==> src/rtl/irq_ctl_pkg.sv <==
package irq_ctl_pkg;
  localparam int OP_W   = 8;
  localparam int MODE_W = 2;

  localparam logic [OP_W-1:0] OP_IDLE  = 8'h00;
  localparam logic [OP_W-1:0] OP_HALT  = 8'h76;
  localparam logic [OP_W-1:0] OP_DIS   = 8'hF3;
  localparam logic [OP_W-1:0] OP_ENA   = 8'hFB;
  localparam logic [OP_W-1:0] OP_PFX   = 8'hED;
  localparam logic [OP_W-1:0] OP_MODE0 = 8'h46;

  localparam logic [MODE_W-1:0] MODE_ZERO = '0;

  typedef struct packed {
    logic              setIff;
    logic              clrIff;
    logic              setBlk;
    logic              clrBlk;
    logic              setHalt;
    logic              clrHalt;
    logic              setPfx;
    logic              clrPfx;
    logic              wrMode;
    logic [MODE_W-1:0] modeVal;
  } ctlStb_t;
endpackage

==> src/rtl/irq_ctl_decode.sv <==
module irq_ctl_decode
  import irq_ctl_pkg::*;
(
  input  logic            opStrobe,
  input  logic [OP_W-1:0] opByte,
  input  logic            instEnd,
  input  logic            intReq,
  input  logic            iff1,
  input  logic            eiBlk,
  input  logic            halted,
  input  logic            pfxPend,
  output ctlStb_t         stb,
  output logic            intTake,
  output logic            haltRelease
);
  logic baseByte;
  logic pfxByte;
  logic isHalt, isDis, isEna, isPfx;

  assign baseByte = opStrobe && !halted && !pfxPend;
  assign pfxByte  = opStrobe && !halted && pfxPend;

  always_comb begin
    isHalt = 1'b0;
    isDis  = 1'b0;
    isEna  = 1'b0;
    isPfx  = 1'b0;
    unique case (opByte)
      OP_HALT: isHalt = 1'b1;
      OP_DIS:  isDis  = 1'b1;
      OP_ENA:  isEna  = 1'b1;
      OP_PFX:  isPfx  = 1'b1;
      default: ;
    endcase
  end

  assign intTake     = instEnd && intReq && iff1 && !eiBlk;
  assign haltRelease = intTake && halted;

  always_comb begin
    stb         = '0;
    stb.setIff  = baseByte && isEna;
    stb.clrIff  = (baseByte && isDis) || intTake;
    stb.setBlk  = baseByte && isEna;
    stb.clrBlk  = (instEnd && eiBlk) || (baseByte && isDis);
    stb.setHalt = baseByte && isHalt;
    stb.clrHalt = haltRelease;
    stb.setPfx  = baseByte && isPfx;
    stb.clrPfx  = pfxByte;
    stb.wrMode  = pfxByte && (opByte == OP_MODE0);
    stb.modeVal = MODE_ZERO;
  end
endmodule

==> src/rtl/irq_ctl_state.sv <==
module irq_ctl_state
  import irq_ctl_pkg::*;
(
  input  logic              clk,
  input  logic              rst_n,
  input  ctlStb_t           stb,
  output logic              iff1,
  output logic              iff2,
  output logic              eiBlk,
  output logic              halted,
  output logic              pfxPend,
  output logic [MODE_W-1:0] intMode
);
  always_ff @(posedge clk) begin
    if (!rst_n) begin
      iff1    <= 1'b0;
      iff2    <= 1'b0;
      eiBlk   <= 1'b0;
      halted  <= 1'b0;
      pfxPend <= 1'b0;
      intMode <= MODE_ZERO;
    end else begin
      if (stb.clrIff) begin
        iff1 <= 1'b0;
        iff2 <= 1'b0;
      end else if (stb.setIff) begin
        iff1 <= 1'b1;
        iff2 <= 1'b1;
      end

      if (stb.clrBlk)      eiBlk <= 1'b0;
      else if (stb.setBlk) eiBlk <= 1'b1;

      if (stb.clrHalt)      halted <= 1'b0;
      else if (stb.setHalt) halted <= 1'b1;

      if (stb.clrPfx)      pfxPend <= 1'b0;
      else if (stb.setPfx) pfxPend <= 1'b1;

      if (stb.wrMode) intMode <= stb.modeVal;
    end
  end
endmodule

==> src/rtl/irq_ctl_top.sv <==
module irq_ctl_top
  import irq_ctl_pkg::*;
(
  input  logic              clk,
  input  logic              rst_n,
  input  logic              opStrobe,
  input  logic [OP_W-1:0]   opByte,
  input  logic              instEnd,
  input  logic              intReq,
  output logic              intTake,
  output logic              haltRelease,
  output logic              haltStat,
  output logic              iff1Out,
  output logic              iff2Out,
  output logic [MODE_W-1:0] intMode
);
  ctlStb_t stb;
  logic iff1, iff2, eiBlk, halted, pfxPend;

  irq_ctl_decode u_dec (
    .opStrobe   (opStrobe),
    .opByte     (opByte),
    .instEnd    (instEnd),
    .intReq     (intReq),
    .iff1       (iff1),
    .eiBlk      (eiBlk),
    .halted     (halted),
    .pfxPend    (pfxPend),
    .stb        (stb),
    .intTake    (intTake),
    .haltRelease(haltRelease)
  );

  irq_ctl_state u_st (
    .clk    (clk),
    .rst_n  (rst_n),
    .stb    (stb),
    .iff1   (iff1),
    .iff2   (iff2),
    .eiBlk  (eiBlk),
    .halted (halted),
    .pfxPend(pfxPend),
    .intMode(intMode)
  );

  assign haltStat = halted;
  assign iff1Out  = iff1;
  assign iff2Out  = iff2;
endmodule

==> config.mk <==
export PLATFORM = sky130hd
export DESIGN_NAME = irq_ctl_top
export DESIGN_NICKNAME = d
export VERILOG_FILES = /design/src/rtl/irq_ctl_pkg.sv /design/src/rtl/irq_ctl_decode.sv /design/src/rtl/irq_ctl_state.sv /design/src/rtl/irq_ctl_top.sv
export SDC_FILE = /design/constraint.sdc
export NUM_CORES = 1
export LEC_CHECK = 0
export ABC_AREA = 1
export ABC_CLOCK_PERIOD_IN_PS = 1800
export BUFFER_PORTS_ARGS = -buffer_cell sky130_fd_sc_hd__buf_2
export CAP_MARGIN = 20
export CORE_AREA = 2 2 39 41
export CTS_BUF_LIST = sky130_fd_sc_hd__clkbuf_8
export DETAILED_ROUTE_END_ITERATION = 8
export DIE_AREA = 0 0 41 43
export GPL_TIMING_DRIVEN = 0
export PLACE_DENSITY = 0.61
export SLEW_MARGIN = 40
export SYNTH_ARGS = -nofsm -noshare
export SYNTH_HDL_FRONTEND = slang
export SYNTH_HIERARCHICAL = 1
export SYNTH_SLANG_ARGS = --single-unit
==> constraint.sdc <==
create_clock -name clk -period 1.8 [get_ports clk]
set_clock_uncertainty 0.2 [all_clocks]
set_input_delay 0.18 -clock clk [delete_from_list [all_inputs] [get_ports clk]]
set_output_delay 0.18 -clock clk [all_outputs]
set_load 0.02 [all_outputs]
After elaboration in Yosys (flattened, before gate mapping)
Cells that the tools add are included.

Register bits: 4. Bits of input ports: 13. Logic and storage cells: 34.

Equality and inequality tests: 4. Muxes and demuxes: 4. Bitwise logic cells: 1. Reduce and logical (&&, ||, !) cells: 21.

Operator list (count): == test 8 bit (second input constant) (3); logical AND 1 bit (12); == test 8 x 7 -> 1 bit (second input constant) (1); OR reduction 2 bit (4); 2-to-1 mux 1 bit (4); logical NOT 1 bit (3); logical OR 1 bit (2); inverter 1 bit (1).

Depth between registers and ports, before layout
Gate-level depths: netlist (run 1).

Depth in word-level cells: 6. Depth in mapped cells: 8.

Hierarchy
Netlist (run 1), hierarchy kept.

Modules (own cells, without submodules): irq_ctl_decode (times used 1, cells an instance 55, area each 239.0 µm²); irq_ctl_state (times used 1, cells an instance 33, area each 225.2 µm²).

Least setup slack after synthesis (run 1)
OpenSTA, ideal clock, no wires.

Kind: flip-flop to flip-flop. Start point: register u_st/iff2 (netlist name). End point: register u_st.halted. Arrival: 1.294 ns. Setup slack: 0.193 ns. Cell stages (with the launch flop): 9. Path buffers: 1. Path through: dfxtp_1 inv_1 nor2_1 nand3_1 nor2_1 buf_4 inv_1 nand2_1 nor2_1.

RTL lines: end signal, assigned (line irq_ctl_state.sv:19) `halted <= 1'b0;`; end signal, assigned (line irq_ctl_state.sv:34) `if (stb.clrHalt) halted <= 1'b0;`; end signal, assigned (line irq_ctl_state.sv:35) `else if (stb.setHalt) halted <= 1'b1;`; end, declared (line irq_ctl_state.sv:10) `output logic halted,`.

==> results of run 1 <==
[kinds of logic after synthesis]
family / count (synthesis)
flip-flops: 6
other: 1
buffers and inverters: 24
AND/OR/NAND/NOR: 57
[per-stage QoR]
step / std cells / instance area, um^2
after floorplan: 89 / 468
after global placement: 124 / 583
after detailed placement: 124 / 583
after CTS: 127 / 624
after global routing: 127 / 624
final: 127 / 624
[metal layers]
metal	track usage [%]	up-vias	routed length [um]
met2	20.6	12	434
met3	6.28	2	61
met1	13.9	211	383
li1	-	289	-
met5	0	-	0
met4	6.00	0	16
[worst min path at each step]
stage | end | slack [ns] | startpoint
floorplan | u_st/eiBlk | 0.10 | rst_n
global placement | u_st/intMode[1] | 0.26 | u_st/intMode[1]
detailed placement | u_st/eiBlk | 0.27 | rst_n
CTS | u_st/eiBlk | 0.03 | rst_n
global route | u_st/eiBlk | 0.05 | rst_n
finish | u_st/iff2 | 0.03 | rst_n
[Yosys cell counts]
cell type / n / area [um^2]
sky130_fd_sc_hd__buf_4: 6 / 45.0
sky130_fd_sc_hd__conb_1: 1 / 3.75
sky130_fd_sc_hd__dfxtp_1: 6 / 120
sky130_fd_sc_hd__inv_1: 17 / 63.8
sky130_fd_sc_hd__inv_2: 1 / 3.75
sky130_fd_sc_hd__nand2_1: 27 / 101
sky130_fd_sc_hd__nand3_1: 3 / 15.0
sky130_fd_sc_hd__nand4_1: 1 / 6.26
sky130_fd_sc_hd__nor2_1: 23 / 86.3
sky130_fd_sc_hd__nor2_2: 3 / 18.8
[worst min-delay path, delay by kind of cell]
family	cells	cell delay (ns)
buffers and inverters	1	0.13
AND/OR/NAND/NOR	2	0.10
[report_power, final]
part           internal, uW  leakage, uW  total, uW  switching (uW)
clock network           144    0.0000216        207            63.1
logic                  20.5     0.000296       44.0            23.5
registers               134    0.0000483        134           0.155
[layout by cell type (no fill, tap or decap)]
cell type                  count
sky130_fd_sc_hd__inv_1        17
sky130_fd_sc_hd__nand3_1       3
sky130_fd_sc_hd__conb_1        2
sky130_fd_sc_hd__inv_2         1
sky130_fd_sc_hd__nand2_1      27
sky130_fd_sc_hd__buf_4         6
sky130_fd_sc_hd__nor2_1       23
sky130_fd_sc_hd__buf_2        19
sky130_fd_sc_hd__nor2_2        3
sky130_fd_sc_hd__dfxtp_1       6
sky130_fd_sc_hd__nand4_1       1
sky130_fd_sc_hd__clkbuf_8      3
[final cells by class]
class                      count  area (um^2)
multi-input combinational     59          235
fill                         173          759
buffer                         6         45.0
sequential                     6          120
tap                           16         20.0
timing repair buffer          19         95.1
clock buffer                   3         41.3
inverter                      18         67.6
[flip-flops by register name, summed over array words and instances (netlist names)]
| signal | cells |
|---|---|
| u_st/halted | 1 |
| u_st/pfxPend | 1 |
| u_st/eiBlk | 1 |
| u_st/iff2 | 1 |
| u_st/intMode | 2 |
==> reports/qor_table.md, run 1 <==
| Group | Quantity | This run |
|:---|:---|:---|
| run status | Outcome | finished clean |
| yosys | Synth Area in XOR/XNOR | 0% |
| yosys | Area fraction in and, or, nand and nor cells after synthesis | 49.1% |
| yosys | Gate Count Post-Synth | 88 |
| yosys | Main combinational cell family by area after synthesis | simple AND/OR/NAND/NOR gates |
| clocking | Number of buffers on the longest clock path | 2 |
| worst setup path | Critical Path Source | u_st/iff2 |
| route | DRC violation total after the first TritonRoute iteration | 1 |
| worst setup path | Crit Path Class | flop to primary output |
| finish | Fraction of final layout cells with drive strength greater than 1 | 28.8% |
| route | Total Routed Length | 896 um |
| worst setup path | Critical path depth | 5 |
| place | Total half-perimeter wirelength after legalization and detailed placement | 748 um |
| global routing | Overflow left after global routing | 0 |
| worst setup path | Endpoint type of the worst setup path | primary output |
| global routing | Pin count of the biggest net entering global routing | 7 |
| floorplanning | Area of the core | 1380 um^2 |
| yosys | Share of synthesized area occupied by flip-flops and latches | 25.9% |
| floorplanning | Effective utilization at floorplan | 33.5% |
| clocking | Cells resized by post-CTS repair | 0 |
| yosys | Ys Warns | 6 |
| route | Via-per-instance ratio | 4.05 |
| floorplanning | Die boundary height | 43 um |
| route | # DRC | 0 |
| finish | Final-stage net count | 126 |
| timing | Final setup violation count | 0 |
| timing | Clock period minus final worst setup slack | 1.52 ns |
| place | Routability congestion estimate from global placement | 0.712 |
| worst setup path | Nature of the critical path startpoint | flop |
| clocking | Count of hold-fix buffers inserted at cts | 0 |
| worst setup path | Origin of the critical flop-to-flop path | u_st/iff2 |
| timing | Achievable frequency | 657 MHz |
| worst setup path | Cell depth of the worst flop-to-flop path | 8 |
| yosys | Post-synthesis share of cell area spent on full adders, half adders and majority gates | 0% |
| clocking | Root Buffer | sky130_fd_sc_hd__clkbuf_8 |
| route | Number of iterations in the first detailed-routing pass | 2 |
| route | Via count | 514 |
| power and ir drop | Pwr/cell area | 617 nW/um^2 |
| worst setup path | Endpoint of the most critical setup path | haltRelease |
| floorplanning | Number of standard-cell rows in the floorplan | 14 |
| run | Max-cap check violation count | 0 |
| worst setup path | Family with the most delay on the worst path | flip-flops |
| timing | Fraction of the cycle the final worst path needs | 84.6% |
| route | Antenna-violating nets left | 0 |
| hold path | Cells on Worst Hold Path | 3 |
| worst setup path | Worst Path Buf+Inv | 2 |
| timing | Setup TNS | 0 ns |
| power and ir drop | IR drop worst, VDD | 367 uV |
| clocking | TritonCTS clock tree | built |
| worst setup path | Biggest fanout along the worst timing path | 4 |
| hold path | Worst hold path class | input port to flop |
| place | Number of buffer cells added on primary ports | 19 |
| worst setup path | Largest incremental delay on the critical path | 0.35 ns |
| floorplanning | X dimension of the die | 41 um |
| power and ir drop | Leakage dissipation | 0.000366 uW |
| worst setup path | Series of cell instances along the critical path | inv_1 > nor2_1 > nand3_1 > nor2_1 > buf_2 |
| place | Worst Setup Slack post-DPL | 0.511 ns |
| worst setup path | Critical register-to-register path endpoint | u_st/halted |
| worst setup path | Worst-case register-to-register setup slack | 0.53 ns |
| clocking | Postcts setup bufs | 0 |
| yosys | Synth Area per Inst | 5.27 um^2 |
| yosys | Unique cell type count in the Yosys netlist | 10 |
| clocking | Clock latency on the worst-skew pair | 0.23 ns |
| worst setup path | Critical Path Slowest Stage Cell | sky130_fd_sc_hd__dfxtp_1 |
| global routing | Total track usage | 13.1% |
| yosys | Fraction of the mapped netlist area in compound gates | 0% |
| timing | Endpoints failing hold | 0 |
| power and ir drop | Post-layout total power | 385 uW |
| worst setup path | Arrival time at the worst endpoint | 1.14 ns |
| yosys | Post-synthesis sequential element count | 6 |
| worst setup path | Req. time, crit path | 1.42 ns |
| floorplanning | Ports placed on the boundary | 20 |
| worst setup path | Cell mode on critical path | sky130_fd_sc_hd__nor2_1 |
| timing | Crit path setup slack, layout | 0.277 ns |
| route | Wirelength per Cell | 7.06 um |
| finish | Area grow syn2layout | 34.5% |
| global routing | Wire length of the first global-routing pass | 1.52 mm |
| clocking | Number of levels the H-tree was split into | 1 |
| clocking | Number of CTS-inserted buffers | 3 |
| global routing | Number of global-route vias before repair | 421 |
| timing | Final-layout worst hold slack | 0.0282 ns |
| clocking | Clock sink total | 6 |
| timing | Pins over their slew limit | 0 |
| floorplanning | DIE AREA | 1760 um^2 |
| yosys | Synthesized area | 464 um^2 |
| global routing | Initial antenna violation count | 0 |
| timing | RSZ-0062 raised after global routing | false |
| finish | Final Util | 45.1% |
| clocking | Clock Pin Slew Worst Setup and Hold Paths | 0.04 ns |
| finish | Number of inserted diodes | 0 |
| yosys | Fraction of synthesized area in multiplexers | 0% |
(Power assumes the default switching activity.)
==> run 2: changes to the inputs <==
- ABC_CLOCK_PERIOD_IN_PS: 1800 -> 1350
- PLACE_DENSITY: 0.61 -> 0.63
- clock period: 1.8 -> 1.35 ns (I/O delays scaled with it)
==> run 2 against run 1 <==
Effect of this change: the run now ends with setup timing left; power rose by 35%; register-to-register slack worse by 0.52 ns; sequential share of layout area decreased by 0.86 points; global-route usage rose by 0.91 points; clock power up 36%; highest routed layer unchanged.
==> reports/qor_table.md, run 2 (same netlist as run 1, synthesis figures left out) <==
| Group | Quantity | This run | Delta |
|:---|:---|:---|:---|
| worst setup path | Biggest fanout along the worst timing path | 3 | -1 |
| worst setup path | Largest incremental delay on the critical path | 0.34 ns | about the same |
| run | Max-cap check violation count | 0 | unchanged |
| route | # DRC | 0 | unchanged |
| timing | Final setup violation count | 1 | +1 |
| hold path | Worst hold path class | input port to flop |  |
| clocking | Number of levels the H-tree was split into | 1 | unchanged |
| global routing | Overflow left after global routing | 0 | unchanged |
| clocking | Number of CTS-inserted buffers | 3 | unchanged |
| global routing | Fraction of met2 tracks used by global routing | 21.6% | +0.94 points |
| worst setup path | Req. time, crit path | 1.01 ns | -0.41 ns |
| worst setup path | Series of cell instances along the critical path | inv_2 > nor2_2 > nand3_2 > nor2_4 > buf_6 |  |
| route | Wirelength per Cell | 7.64 um | +8.3% |
| timing | Crit path setup slack, layout | -0.0505 ns | -0.328 ns |
| route | Antenna-violating nets left | 0 | unchanged |
| route | Via count | 525 | +2.1% |
| global routing | Total track usage | 14.0% | +0.91 points |
| place | Number of buffer cells added on primary ports | 19 | unchanged |
| finish | Final Instance Count excl. Fillers | 130 | +2.4% |
| power and ir drop | Combinational Power Share | 12.1% | +0.7 points |
| finish | Commonest non-fill, non-tap cells in the layout | 27 x sky130_fd_sc_hd__nand2_1, 20 x sky130_fd_sc_hd__nor2_1, 17 x sky130_fd_sc_hd__inv_1, 17 x sky130_fd_sc_hd__buf_2, 7 x sky130_fd_sc_hd__buf_4 |  |
| floorplanning | Ports placed on the boundary | 20 | unchanged |
| global routing | GR Layer Usage met3 | 4.71% | -1.6 points |
| worst setup path | Endpoint type of the worst setup path | primary output |  |
| route | Total Routed Length | 993 um | +11% |
| worst setup path | Crit Path Class | flop to primary output |  |
| power and ir drop | IR drop worst, VDD | 465 uV | +27% |
| worst setup path | Critical Path Source | u_st/iff2 |  |
| global routing | GRT met1 Usage | 14.9% | +0.97 points |
| place | Number of placed cells counting well taps | 124 | unchanged |
| floorplanning | X dimension of the die | 41 um | unchanged |
| timing | Endpoints failing hold | 0 | unchanged |
| finish | Final-stage net count | 128 | +1.6% |
| power and ir drop | Net switching component of the power | 118 uW | +36% |
| finish | Most common cell after layout, fill and taps aside | sky130_fd_sc_hd__nand2_1 |  |
| run status | Outcome | finished, violations left |  |
| worst setup path | Worst-case register-to-register setup slack | 0.01 ns | -0.52 ns |
| worst setup path | Nature of the critical path startpoint | flop |  |
| timing | Pins over their slew limit | 0 | unchanged |
| worst setup path | Cell depth of the worst flop-to-flop path | 9 | +1 |
| clocking | Clock latency on the worst-skew pair | 0.23 ns | about the same |
| floorplanning | Number of standard-cell rows in the floorplan | 14 | unchanged |
| route | Number of iterations in the first detailed-routing pass | 4 | +2 |
| timing | RSZ-0062 raised after global routing | true |  |
| timing | Achievable frequency | 714 MHz |  |
| finish | Final Util | 49.2% | +4.1 points |
| floorplanning | DIE AREA | 1760 um^2 | unchanged |
| global routing | Pin count of the biggest net entering global routing | 7 | unchanged |
| power and ir drop | Internal power consumption | 402 uW | +35% |
| power and ir drop | Clock power frac | 53.9% | about the same |
| power and ir drop | Pwr/cell area | 764 nW/um^2 | +24% |
| finish | Area grow syn2layout | 46.6% |  |
| global routing | Number of global-route vias before repair | 428 | +1.7% |
| place | Routability congestion estimate from global placement | 0.707 | -0.73% |
| worst setup path | Endpoint of the most critical setup path | haltRelease |  |
| worst setup path | Arrival time at the worst endpoint | 1.07 ns | -0.07 ns |
| finish | Filler Cell Count | 154 | -11% |
| finish | Register name with the most flops | u_st/intMode |  |
| place | Worst Setup Slack post-DPL | 0.0626 ns | -0.449 ns |
| clocking | Root Buffer | sky130_fd_sc_hd__clkbuf_8 |  |
| clocking | Clock Pin Slew Worst Setup and Hold Paths | 0.04 ns | about the same |
| worst setup path | Critical register-to-register path endpoint | u_st/halted |  |
| finish | Max reg flops | 2 | unchanged |
| floorplanning | Area of the core | 1380 um^2 | unchanged |
| timing | Clock period minus final worst setup slack | 1.40 ns |  |
| worst setup path | Critical Path Slowest Stage Cell | sky130_fd_sc_hd__dfxtp_4 |  |
| global routing | Busiest metal layer after global routing | met2 |  |
| timing | Fraction of the cycle the final worst path needs | 104% |  |
| power and ir drop | Switching portion of total power | 22.7% | +0.19 points |
| worst setup path | Origin of the critical flop-to-flop path | u_st/iff2 |  |
| finish | Number of inserted diodes | 0 | unchanged |
| power and ir drop | Leakage dissipation | 0.000383 uW | +4.5% |
| finish | Fraction of final layout cells with drive strength greater than 1 | 35.1% | +6.3 points |
| clocking | Number of buffers on the longest clock path | 2 | unchanged |
| global routing | Wire length of the first global-routing pass | 1.60 mm | +5.4% |
| floorplanning | Effective utilization at floorplan | 33.5% | unchanged |
| run status | Failing checks | setup timing |  |
| global routing | Initial antenna violation count | 0 | unchanged |
| clocking | TritonCTS clock tree | built |  |
| power and ir drop | Part of the total power dissipated in sequential elements | 34.0% | -0.8 points |
| place | Total half-perimeter wirelength after legalization and detailed placement | 748 um | about the same |
| route | Via-per-instance ratio | 4.04 | -0.22% |
| floorplanning | Die boundary height | 43 um | unchanged |
| clocking | Clock sink total | 6 | unchanged |
| route | DRC violation total after the first TritonRoute iteration | 5 | +4 |
[run 2: metrics by stage]
stage	instance area (um^2)	total power (uW)	hold WS, ns	setup TNS (ns)
2_1_floorplan	484	211	0.0457	0
3_3_place_gp	599	238	0.216	0
3_5_place_dp	599	239	0.224	0
4_1_cts	684	533	0.0623	-0.0629
5_1_grt	681	552	0.133	-0.249
6_report	681	520	0.0706	-0.0505
[run 2: worst min path at each step]
stage                     startpoint    endpoint  cells past startpoint
final                        instEnd  u_st/eiBlk                      6
after global routing         instEnd  u_st/eiBlk                      6
after CTS                    instEnd  u_st/eiBlk                      6
after detailed placement       rst_n   u_st/iff2                      3
after global placement         rst_n   u_st/iff2                      3
after floorplan                rst_n   u_st/iff2                      2
[run 2: worst max-delay path, delay by kind of cell, from the launching register on]
family / cells / cell delay (ns)
and+or+nand+nor: 3 / 0.35
DFF: 1 / 0.34
buffers and inverters: 2 / 0.15
[run 2: area by class of cell]
class | instances | area [um^2] | share of cell area [%]
Clock buffer | 3 | 41.3 | 6.07
Multi-Input combinational cell | 59 | 253 | 37.1
Timing Repair Buffer | 22 | 133 | 19.5
Tap cell | 16 | 20.0 | 2.94
Buffer | 5 | 37.5 | 5.51
Inverter | 18 | 67.6 | 9.93
Clock inverter | 1 | 3.75 | 0.551
Sequential cell | 6 | 125 | 18.4
[run 2: layer usage]
layer | share of wire [%] | wire length [um]
met3 | 6.8 | 68
met1 | 42 | 418
met5 | 0 | 0
met4 | 2.1 | 21
met2 | 49 | 485
[run 2: timing repair]
item                                    CTS  global route
buffers inserted                          2             0
endpoints found under the setup margin    2             4
resized for setup                         6             2
endpoints found under the hold margin     6             0
hold buffers                              1             0
pin swaps                                 3             5
[run 2: power by group through the flow]
| stage | logic [uW] | clock network, uW | registers, uW |
|---|---|---|---|
| 4_1_cts | 62.5 | 294 | 177 |
| 3_3_place_gp | 58.2 | 0 | 179 |
| 5_1_grt | 71.5 | 304 | 176 |
| 2_1_floorplan | 31.0 | 0 | 180 |
| 3_5_place_dp | 59.8 | 0 | 179 |
| 6_report | 62.9 | 281 | 177 |
